### src/rtl/mxb_pkg.sv
package mxb_pkg;

    typedef enum logic [1:0] {ST_IDLE, ST_RUN, ST_GAP} seq_st_e;

    // Cycle shape in half bus clocks, counted from the first tick with chip select low.
    typedef struct packed {
        logic [7:0] ale_h;    // latch strobe active while h < ale_h
        logic [7:0] addr_h;   // address on the shared bus while h < addr_h
        logic [7:0] rd_on;
        logic [7:0] rd_off;   // also the end of a read cycle
        logic [7:0] wr_on;
        logic [7:0] wr_off;
        logic [7:0] wcs_off;  // end of a write cycle
        logic [7:0] gap_h;    // idle ticks between cycles
    } tim_t;

    typedef struct packed {
        logic cs;
        logic ale;
        logic rd;
        logic wr;
        logic oe;
        logic dsel;  // 1: data on shared bus, 0: address
    } pins_t;

    function automatic int imax(input int a, input int b);
        return (a > b) ? a : b;
    endfunction

    // Clamps the wait-state counts to their legal floors and turns them into tick limits.
    function automatic tim_t calc_tim(input int mux, input int ale2, input int rdly,
                                      input int rend, input int wdly, input int wend,
                                      input int idle);
        tim_t t;
        int   al;
        int   rd_d;
        int   rd_e;
        int   wr_d;
        int   wr_e;
        t    = '0;
        al   = (ale2 != 0) ? 2 : 1;
        rd_d = imax(rdly, (mux != 0) ? al + 1 : 0);
        rd_e = imax(rend, rd_d);
        wr_d = imax(wdly, (mux != 0) ? al : 0);
        wr_e = imax(wend, wr_d);
        t.ale_h   = 8'((mux != 0) ? 2 * al : 0);
        t.addr_h  = 8'((mux != 0) ? 2 * al + 1 : 0);
        t.rd_on   = 8'(2 * rd_d);
        t.rd_off  = 8'(2 * (rd_e + 1));
        t.wr_on   = 8'(2 * wr_d + 1);
        t.wr_off  = 8'(2 * (wr_e + 1) + 1);
        t.wcs_off = 8'(2 * (wr_e + 1) + 2);
        t.gap_h   = 8'(2 * imax(idle, 1));
        return t;
    endfunction

    function automatic pins_t decode(input tim_t t, input logic [7:0] h, input logic wr);
        pins_t p;
        p.ale  = (h < t.ale_h);
        p.cs   = wr ? (h < t.wcs_off) : (h < t.rd_off);
        p.rd   = !wr && (h >= t.rd_on) && (h < t.rd_off);
        p.wr   = wr && (h >= t.wr_on) && (h < t.wr_off);
        p.dsel = (h >= t.addr_h);
        p.oe   = wr ? p.cs : (h < t.addr_h);
        return p;
    endfunction

endpackage

### src/rtl/mxb_seq.sv
module mxb_seq
    import mxb_pkg::*;
#(
    parameter tim_t TIM = '0
) (
    input  logic       clk,
    input  logic       rst,
    input  logic       req,
    input  logic       req_wr,
    output logic       run,
    output logic [7:0] h,
    output logic       cyc_wr,
    output logic       start,
    output logic       fin,
    output logic       ph
);
    seq_st_e    st;
    logic [7:0] g;
    logic [7:0] last;
    logic       ready;

    assign last  = cyc_wr ? TIM.wcs_off : TIM.rd_off;
    assign run   = (st == ST_RUN);
    assign fin   = run && (h == last);
    assign ready = (st == ST_IDLE) || ((st == ST_GAP) && (g == TIM.gap_h - 8'd2));
    // ph high now means the next tick opens a rising bus-clock half
    assign start = ready && req && ph;

    always_ff @(posedge clk) begin
        if (rst) begin
            st     <= ST_IDLE;
            h      <= '0;
            g      <= '0;
            ph     <= 1'b0;
            cyc_wr <= 1'b0;
        end else begin
            ph <= ~ph;
            if (start) begin
                st     <= ST_RUN;
                h      <= '0;
                cyc_wr <= req_wr;
            end else begin
                case (st)
                    ST_RUN: begin
                        if (fin) begin
                            st <= ST_GAP;
                            g  <= '0;
                        end else begin
                            h <= h + 8'd1;
                        end
                    end
                    ST_GAP: begin
                        if (g == TIM.gap_h - 8'd2) st <= ST_IDLE;
                        else                       g  <= g + 8'd1;
                    end
                    default: ;
                endcase
            end
        end
    end

    // every cycle begins on a rising bus-clock half
    assert_start_phase_R4: assert property (@(posedge clk) disable iff (rst)
        $rose(run) |-> !ph);

endmodule

### src/rtl/mxb_pins.sv
module mxb_pins
    import mxb_pkg::*;
#(
    parameter tim_t TIM     = '0,
    parameter int   ADDR_W  = 24,
    parameter int   AD_W    = 16,
    parameter bit   ALE_LOW = 1'b0
) (
    input  logic              clk,
    input  logic              rst,
    input  logic              start,
    input  logic              run,
    input  logic [7:0]        h,
    input  logic              cyc_wr,
    input  logic              ph,
    input  logic [ADDR_W-1:0] req_addr,
    input  logic [AD_W-1:0]   req_wdata,
    output logic              bclk,
    output logic              cs_n,
    output logic              ale,
    output logic              rd_n,
    output logic              wr_n,
    output logic [ADDR_W-1:0] bus_addr,
    output logic [AD_W-1:0]   ad_out,
    output logic              ad_oe
);
    logic [ADDR_W-1:0] addr_q;
    logic [AD_W-1:0]   wdata_q;
    pins_t             p;

    assign p = run ? decode(TIM, h, cyc_wr) : '0;

    always_ff @(posedge clk) begin
        if (rst) begin
            addr_q  <= '0;
            wdata_q <= '0;
        end else if (start) begin
            addr_q  <= req_addr;
            wdata_q <= req_wdata;
        end
    end

    always_ff @(posedge clk) begin
        if (rst) begin
            bclk     <= 1'b0;
            cs_n     <= 1'b1;
            ale      <= ALE_LOW;
            rd_n     <= 1'b1;
            wr_n     <= 1'b1;
            bus_addr <= '0;
            ad_out   <= '0;
            ad_oe    <= 1'b0;
        end else begin
            bclk     <= ~ph;
            cs_n     <= ~p.cs;
            ale      <= p.ale ^ ALE_LOW;
            rd_n     <= ~p.rd;
            wr_n     <= ~p.wr;
            bus_addr <= addr_q;
            ad_out   <= p.oe ? (p.dsel ? wdata_q : addr_q[AD_W-1:0]) : '0;
            ad_oe    <= p.oe;
        end
    end

    assert_strobe_in_cs_R4: assert property (@(posedge clk) disable iff (rst)
        (!rd_n || !wr_n) |-> !cs_n);
    assert_one_strobe_R6: assert property (@(posedge clk) disable iff (rst)
        !(!rd_n && !wr_n));
    assert_rd_bus_free_R5: assert property (@(posedge clk) disable iff (rst)
        !rd_n |-> !ad_oe);
    assert_ale_drives_R3: assert property (@(posedge clk) disable iff (rst)
        (ale != ALE_LOW) |-> ad_oe);
    assert_cs_rd_rise_R4: assert property (@(posedge clk) disable iff (rst)
        $rose(rd_n) |-> cs_n);
    assert_wr_on_fall_R6: assert property (@(posedge clk) disable iff (rst)
        $fell(wr_n) |-> !bclk);
    assert_addr_stable_R4: assert property (@(posedge clk) disable iff (rst)
        (!cs_n && $past(!cs_n)) |-> $stable(bus_addr));

endmodule

### src/rtl/mxb_capture.sv
module mxb_capture #(
    parameter int AD_W = 16
) (
    input  logic            clk,
    input  logic            rst,
    input  logic            fin,
    input  logic            cyc_wr,
    input  logic [AD_W-1:0] ad_in,
    output logic [AD_W-1:0] rdata,
    output logic            done
);
    always_ff @(posedge clk) begin
        if (rst) begin
            rdata <= '0;
            done  <= 1'b0;
        end else begin
            done <= fin;
            if (fin && !cyc_wr) rdata <= ad_in;
        end
    end

    assert_done_pulse_R8: assert property (@(posedge clk) disable iff (rst)
        done |=> !done);

endmodule

### src/rtl/mxb_cycle_gen.sv
module mxb_cycle_gen
    import mxb_pkg::*;
#(
    parameter int ADDR_W   = 24,
    parameter int AD_W     = 16,
    parameter int MUXED    = 1,
    parameter int ALE_TWO  = 0,
    parameter bit ALE_LOW  = 1'b0,
    parameter int RD_DLY   = 2,
    parameter int RD_END   = 3,
    parameter int WR_DLY   = 1,
    parameter int WR_END   = 2,
    parameter int IDLE_CYC = 3
) (
    input  logic              clk,
    input  logic              rst,
    input  logic              req,
    input  logic              req_wr,
    input  logic [ADDR_W-1:0] req_addr,
    input  logic [AD_W-1:0]   req_wdata,
    output logic [AD_W-1:0]   rdata,
    output logic              done,
    output logic              bclk,
    output logic              cs_n,
    output logic              ale,
    output logic              rd_n,
    output logic              wr_n,
    output logic [ADDR_W-1:0] bus_addr,
    output logic [AD_W-1:0]   ad_out,
    output logic              ad_oe,
    input  logic [AD_W-1:0]   ad_in
);
    localparam tim_t TIM = calc_tim(MUXED, ALE_TWO, RD_DLY, RD_END, WR_DLY, WR_END, IDLE_CYC);

    logic       run;
    logic [7:0] h;
    logic       cyc_wr;
    logic       start;
    logic       fin;
    logic       ph;

    mxb_seq #(.TIM(TIM)) u_seq (
        .clk(clk), .rst(rst), .req(req), .req_wr(req_wr),
        .run(run), .h(h), .cyc_wr(cyc_wr), .start(start), .fin(fin), .ph(ph)
    );

    mxb_pins #(.TIM(TIM), .ADDR_W(ADDR_W), .AD_W(AD_W), .ALE_LOW(ALE_LOW)) u_pins (
        .clk(clk), .rst(rst), .start(start), .run(run), .h(h), .cyc_wr(cyc_wr), .ph(ph),
        .req_addr(req_addr), .req_wdata(req_wdata),
        .bclk(bclk), .cs_n(cs_n), .ale(ale), .rd_n(rd_n), .wr_n(wr_n),
        .bus_addr(bus_addr), .ad_out(ad_out), .ad_oe(ad_oe)
    );

    mxb_capture #(.AD_W(AD_W)) u_cap (
        .clk(clk), .rst(rst), .fin(fin), .cyc_wr(cyc_wr), .ad_in(ad_in),
        .rdata(rdata), .done(done)
    );

endmodule

### config.mk
export PLATFORM = sky130hd
export DESIGN_NAME = mxb_cycle_gen
export DESIGN_NICKNAME = d
export VERILOG_FILES = /design/src/rtl/mxb_pkg.sv /design/src/rtl/mxb_seq.sv /design/src/rtl/mxb_pins.sv /design/src/rtl/mxb_capture.sv /design/src/rtl/mxb_cycle_gen.sv
export SDC_FILE = /design/constraint.sdc
export NUM_CORES = 1
export LEC_CHECK = 0
export CORE_MARGIN = 8
export CORE_UTILIZATION = 40
export CTS_BUF_LIST = sky130_fd_sc_hd__clkbuf_8
export DETAILED_ROUTE_END_ITERATION = 12
export DONT_BUFFER_PORTS = 1
export PLACE_DENSITY = 0.67
export SKIP_LAST_GASP = 1
export SLEW_MARGIN = 20
export SYNTH_ARGS = -nofsm -noshare
export SYNTH_HDL_FRONTEND = slang
export SYNTH_SLANG_ARGS = --single-unit
### constraint.sdc
create_clock -name clk -period 2.1 [get_ports clk]
set_input_delay 0.21 -clock clk [delete_from_list [all_inputs] [get_ports clk]]
set_output_delay 0.21 -clock clk [all_outputs]
set_load 0.03 [all_outputs]
# [Yosys cells after proc, flatten, opt, wreduce, memory -nomap -nowiden]
# Cells that the tools add are included.
[classes] addsub=2 multipliers=0 div=0 order_cmp=6 n_eq_ne=9 shift=0 muxes=10 bitwise=8 reduce_logical=21
[ops] op="8-bit by 1-bit adder with 8-bit output (second input constant)" count=2
[ops] op="8-bit by 2-bit < comparator with 1-bit output (second input constant)" count=2
[ops] op="16-bit 2-to-1 mux" count=1
[ops] op="8-bit 2-to-1 mux" count=2
[ops] op="8-bit one-hot mux with 2 select lines" count=1
[ops] op="1-bit logical AND" count=9
[ops] op="8-bit by 3-bit equality test with 1-bit output (second input constant)" count=1
[ops] op="8-bit by 4-bit equality test with 1-bit output (second input constant)" count=1
[ops] op="8-bit by 2-bit greater-or-equal comparator with 1-bit output (second input constant)" count=1
[ops] op="8-bit by 3-bit greater-or-equal comparator with 1-bit output (second input constant)" count=1
[ops] op="8-bit by 3-bit < comparator with 1-bit output (second input constant)" count=1
[ops] op="8-bit by 4-bit < comparator with 1-bit output (second input constant)" count=1
[ops] op="1-bit inverter" count=8
[ops] op="6-bit 2-to-1 mux" count=1
[ops] op="3-bit AND reduction" count=2
[ops] op="2-bit OR reduction" count=3
[ops] op="2-bit 2-to-1 mux" count=2
[ops] op="2-bit != test (second input constant)" count=2
[ops] op="2-bit one-hot mux with 2 select lines" count=1
[ops] op="4-bit AND reduction" count=1
[ops] op="3-bit by 2-bit != test with 1-bit output (second input constant)" count=1
[ops] op="3-bit != test (second input constant)" count=1
[ops] op="3-bit nonzero test" count=1
[ops] op="2-bit by 1-bit equality test with 1-bit output (second input constant)" count=1
[ops] op="8 further kinds" count=9
[totals] reg_bits=122 latchBits=0 ramBits=0 romBits=0 out_inout_bits=63 word_cells=73 n_memories=0

# [Logic depth before layout (Yosys ltp)]
[depth] word_depth=7 ltp_mapped=8

# [Cells and area by module]
# A second synthesis with hierarchy kept.
[hier_totals] hier_cells=460 hier_area_um2=4803.4
[by_module_without_submodules] module="mxb_pins" instances=1 cells_per_inst=252 area_per_inst_um2=2842.7 seq_area_each_um2=1721.7
[by_module_without_submodules] module="mxb_seq" instances=1 cells_per_inst=135 area_per_inst_um2=1166.1 seq_area_each_um2=400.4
[by_module_without_submodules] module="mxb_capture" instances=1 cells_per_inst=73 area_per_inst_um2=794.5 seq_area_each_um2=340.3

# [Worst setup path before layout]
# Ideal clock, no wire load.
[synth_timing] kind="reg-to-reg" start="reg u_seq.h[4]" end="reg u_pins.ad_out[6]" setup_ns=0.132 arrival_ns=1.924 required_ns=1.968 slack_ns=0.044 stages_incl_launch_ff=7 n_path_buf=2 path_cell_list="dfxtp_1 or4_1 buf_6 o41ai_4 buf_6 mux2i_1 nor2_1"
[synth_between] elab_chain_cells=5
[synth_lines] item="from (decl)" line="mxb_seq.sv:11" text="output logic [7:0] h,"
[synth_lines] item="from (signal assigned)" line="mxb_seq.sv:49" text="h <= h + 8'd1;"
[synth_lines] item="8-bit by 2-bit < comparator with 1-bit output / 8-bit by 4-bit < comparator with 1-bit output (equally long branches)" line="mxb_pkg.sv:64, mxb_pkg.sv:60"
[synth_lines] item="1-bit 2-to-1 mux" line="mxb_pkg.sv:64" text="p.oe = wr ? p.cs : (h < t.addr_h);"
[synth_lines] item="6-bit 2-to-1 mux (*)" line="mxb_pins.sv:31" text="assign p = run ? decode(TIM, h, cyc_wr) : '0;"
[synth_lines] item="1-bit inverter (no line)"
[synth_lines] item="2-bit OR reduction (no line)"
[synth_lines] item="to (signal assigned)" line="mxb_pins.sv:60" text="ad_out <= p.oe ? (p.dsel ? wdata_q : addr_q[AD_W-1:0]) : '0;"
[synth_lines] item="to (decl)" line="mxb_pins.sv:24" text="output logic [AD_W-1:0] ad_out,"
# Mark *: on every way between the ends. The rest lies on a longest branch, timed or not.
# A chain may end at the register's enable or synchronous reset.

# [Final worst setup path]
[layout_timing] start="reg u_seq.st[0]" end="reg u_seq.g[3]"
[layout_between] elab_chain_cells=7
[layout_lines] item="from (decl)" line="mxb_seq.sv:17" text="seq_st_e st;"
[layout_lines] item="from (signal assigned)" line="mxb_seq.sv:31" text="st <= ST_IDLE;"
[layout_lines] item="from (signal assigned)" line="mxb_seq.sv:39" text="st <= ST_RUN;"
[layout_lines] item="from (signal assigned)" line="mxb_seq.sv:46" text="st <= ST_GAP;"
[layout_lines] item="2-bit equality test" line="mxb_seq.sv:25, mxb_seq.sv:43"
[layout_lines] item="1-bit logical AND" line="mxb_seq.sv:25" text="assign ready = (st == ST_IDLE) || ((st == ST_GAP) && (g == TIM.gap_h - 8'd2));"
[layout_lines] item="1-bit logical OR" line="mxb_seq.sv:25"
[layout_lines] item="1-bit logical AND (2 in a row)" line="mxb_seq.sv:27" text="assign start = ready && req && ph;"
[layout_lines] item="1-bit inverter (no line)"
[layout_lines] item="4-bit AND reduction (no line)"
[layout_lines] item="to (signal assigned)" line="mxb_seq.sv:54" text="else g <= g + 8'd1;"
[layout_lines] item="to (decl)" line="mxb_seq.sv:18" text="logic [7:0] g;"
# Several ways; a longest one is shown, not always the timed one.

==> flow_summary.ini <==
[pwr]
power_mw = 5.249
p_switching_mw = 1.389
p_per_area_mw_per_mm2 = 913.4
p_leak_nw = 2.144
power_frac_clock_pct = 39.0
comb_power_share_pct = 13.5
irDropWorstVdd_mv = 0.6489
p_sw_share_pct = 26.47
seq_power_share_pct = 47.6
internal-power_mw = 3.860

[layout]
multiInputGateArea_mm2 = 0.001931
layout_commonest_cell = dfxtp_1
fill_cells = 997
final_util_pct = 50.98
area_delta_synth_final_pct = 25.90
ff_latch_area_mm2 = 0.002442
final_cells = 692
layout_common_cells = dfxtp_1 (122), dlygate4sd3_1 (57), nand3_1 (49), o21ai_0 (47), a21oi_1 (45)
layout-drive-gt1-share_pct = 9.707
fin_nets = 603

[synthesis]
syn_avg_cell_area_um2 = 9.450
synth-seq-cells = 122
synth.yosys.seq_area_share_pct = 53.51
ys_types = 38
synth_warnings = 0
synth_edf_count = 0
postSynth.asyncResetShare_pct = 0
ys.flop_type = dfxtp_1
syn_inst = 483
syn_area_mm2 = 0.004564
syn-num-nets = 550

[routing]
route.vias.total = 3727
drt_iter0_drc = 369
antenna_left = 0
via_per_inst = 5.386
drc = 0
drt_wl_total_mm = 12.13
firstDrtPassIters = 5
wl_per_cell_um = 17.52

[die]
die-area_mm2 = 0.01508
core_mm2 = 0.01127
pin_count = 123
initial_utilization_pct = 40.49
die-height_um = 122.8
die_w_um = 122.8
fp-row-count = 39

[timing]
fin_skew_ns = 0.008442
hold_violations = 0
min_period_over_period_pct = 92.47
fin_tns_setup_ns = 0
max_slew_margin_pct = 56.45
worst_pin_slew_ns = 0.6509
max_freq_ghz = 0.5150
setup_violations = 0
final_max_slew_viol_count = 0
rsz0062_at_grt = no
fin_crit_ns = 1.942

[worst_setup_path]
critPathLaunchType = register
path_cells = inv_1 -> ha_1 -> inv_1 -> a211oi_1 -> buf_4 -> a31oi_1 -> a311oi_1
cp-end-kind = register
crit_arrival_ns = 2.25
crit_top_cell = inv_1
worstPathRequired_ns = 2.41
path_buf_inv = 3
cp_top_family = compound AO/OA/AOI/OAI gates
critPathKind = reg -> reg
cp_slowest_stage_delay_ns = 0.42
path_max_fanout = 10
slowest_stage = ha_1

[outcome]
status = completed

[clock_tree]
cts_max_level = 4
clockBufferDepth = 2
cts.sinks = 122
root_buffer = clkbuf_8
cts_buffers = 17
clock_latency_ns = 0.42
cts_tree = built
worst_setup_hold_path_clk_slew_ns = 0.07

[global_routing]
grt_pass1_vias = 3759
track_usage_pct = 16.32
antenna_found_initial = 3
grt.met1_usage_pct = 19.52
use_met3_pct = 8.004
grt_overflow_total = 0
grt_start_max_net_pins = 102
met2_usage_pct = 24.50
grt_first_pass_wirelength_mm = 19.20
grt_busiest_layer = met2

[placement]
dp_cells = 602
portBuffers = 0
gp_congestion = 0.8355
hpwlAfterDp_mm = 7.683

[worst_hold_path]
min_path_type = in -> reg

[flow_run]
max-cap-violations = 0
## worst reg2reg max path: cells and delay by family, from the launching register on
family,cells,cell delay [ns]
AOI/OAI and AO/OA,3,0.64
adders and majority gates,1,0.42
buffers and inverters,3,0.45
DFF,1,0.33
## through the flow
step	cell area, µm²	worst slack [ns]	hold WS (ns)
floorplan	4564	0.04408	0.3572
global placement	4735	0.1116	0.2952
detailed placement	4735	-0.02870	0.2951
CTS	5734	0.01595	0.1510
global route	5744	0.03019	0.1739
finish	5747	0.1581	0.1650
## synth_stat cells, types with 2 or more instances
master / instances / share of area (%)
nor2_1: 39 / 3.2
clkbuf_1: 32 / 2.6
mux2i_1: 33 / 7.2
buf_2: 4 / 0.44
nand3_1: 49 / 5.4
a31oi_1: 7 / 0.96
nand4_1: 3 / 0.41
a21oi_1: 45 / 4.9
nand3b_1: 2 / 0.33
nand2b_1: 3 / 0.41
a211oi_1: 2 / 0.33
nor3_1: 13 / 1.4
a311oi_1: 5 / 0.96
inv_1: 12 / 0.99
ha_1: 7 / 1.9
and3_1: 4 / 0.55
xor2_1: 7 / 1.3
dfxtp_1: 122 / 54
nor2b_1: 24 / 3.3
nand2_1: 4 / 0.33
o21ai_0: 47 / 5.2
buf_6: 3 / 0.74
## area by class of cell
cell class | instances | share of cell area [%]
flip-flops and latches | 122 | 42.50
multi-input cells | 310 | 33.59
repair buffers | 73 | 13.02
clock buffers | 22 | 5.269
well taps | 143 | 3.113
clock inverters | 7 | 1.589
inverters | 12 | 0.7838
diodes | 3 | 0.1306
## state kept, by name, summed over array words and instances (netlist names), 2 cells and up
signal,count
u_pins.ad_out,16
u_seq.h,8
u_pins.bus_addr,24
u_cap.rdata,16
u_seq.st,2
u_seq.g,8
u_pins.addr_q,24
u_pins.wdata_q,16
## what timing repair did
item | CTS | global route
hold buffers | 58 | 0
setup endpoints to repair | 2 | 37
buffers inserted | 0 | 0
pin swaps | 0 | 0
endpoints found under the hold margin | 101 | 0
resized for setup | 1 | 2
## routing by layer
| layer | vias up | routed length (µm) |
|---|---|---|
| li1 | 1793 | - |
| met1 | 1724 | 5198 |
| met2 | 182 | 5526 |
| met3 | 26 | 1189 |
| met4 | 2 | 200 |
| met5 | - | 10 |
## path summary, 6_finish.rpt
path	start	endpoint	slack [ns]	depth (start not counted)
setup / recovery	u_seq.st[0]$_SDFFE_PP0P_	u_seq.g[3]$_SDFFE_PP0P_	0.16	7
setup reg to reg	u_seq.st[0]$_SDFFE_PP0P_	u_seq.g[3]$_SDFFE_PP0P_	0.16	7
hold reg to reg	u_pins.addr_q[16]$_SDFFE_PP0N_	u_pins.bus_addr[16]$_SDFF_PP0_	0.46	1
hold / removal	rst	u_seq.ph$_SDFF_PP0_	0.17	2
## logic make-up after synthesis
group | count (synthesis) | share of synthesized area, %
AND/OR/NAND/NOR | 147 | 16.67
XOR/XNOR | 8 | 1.535
adder cells (fa/ha/maj) | 7 | 1.919
flip-flops | 122 | 53.51
buffers and inverters | 51 | 4.797
multiplexers | 33 | 7.237
AO/OA/AOI/OAI | 115 | 14.34
## power groups by stage
stage,combinational [mW],sequential (mW),clock [mW]
after detailed placement,0.570,2.55,0
after CTS,0.702,2.50,2.10
after global placement,0.559,2.55,0
final,0.707,2.50,2.05
after floorplan,0.420,2.53,0
after global routing,0.781,2.50,2.20
Power figures use the tool's default switching activity.
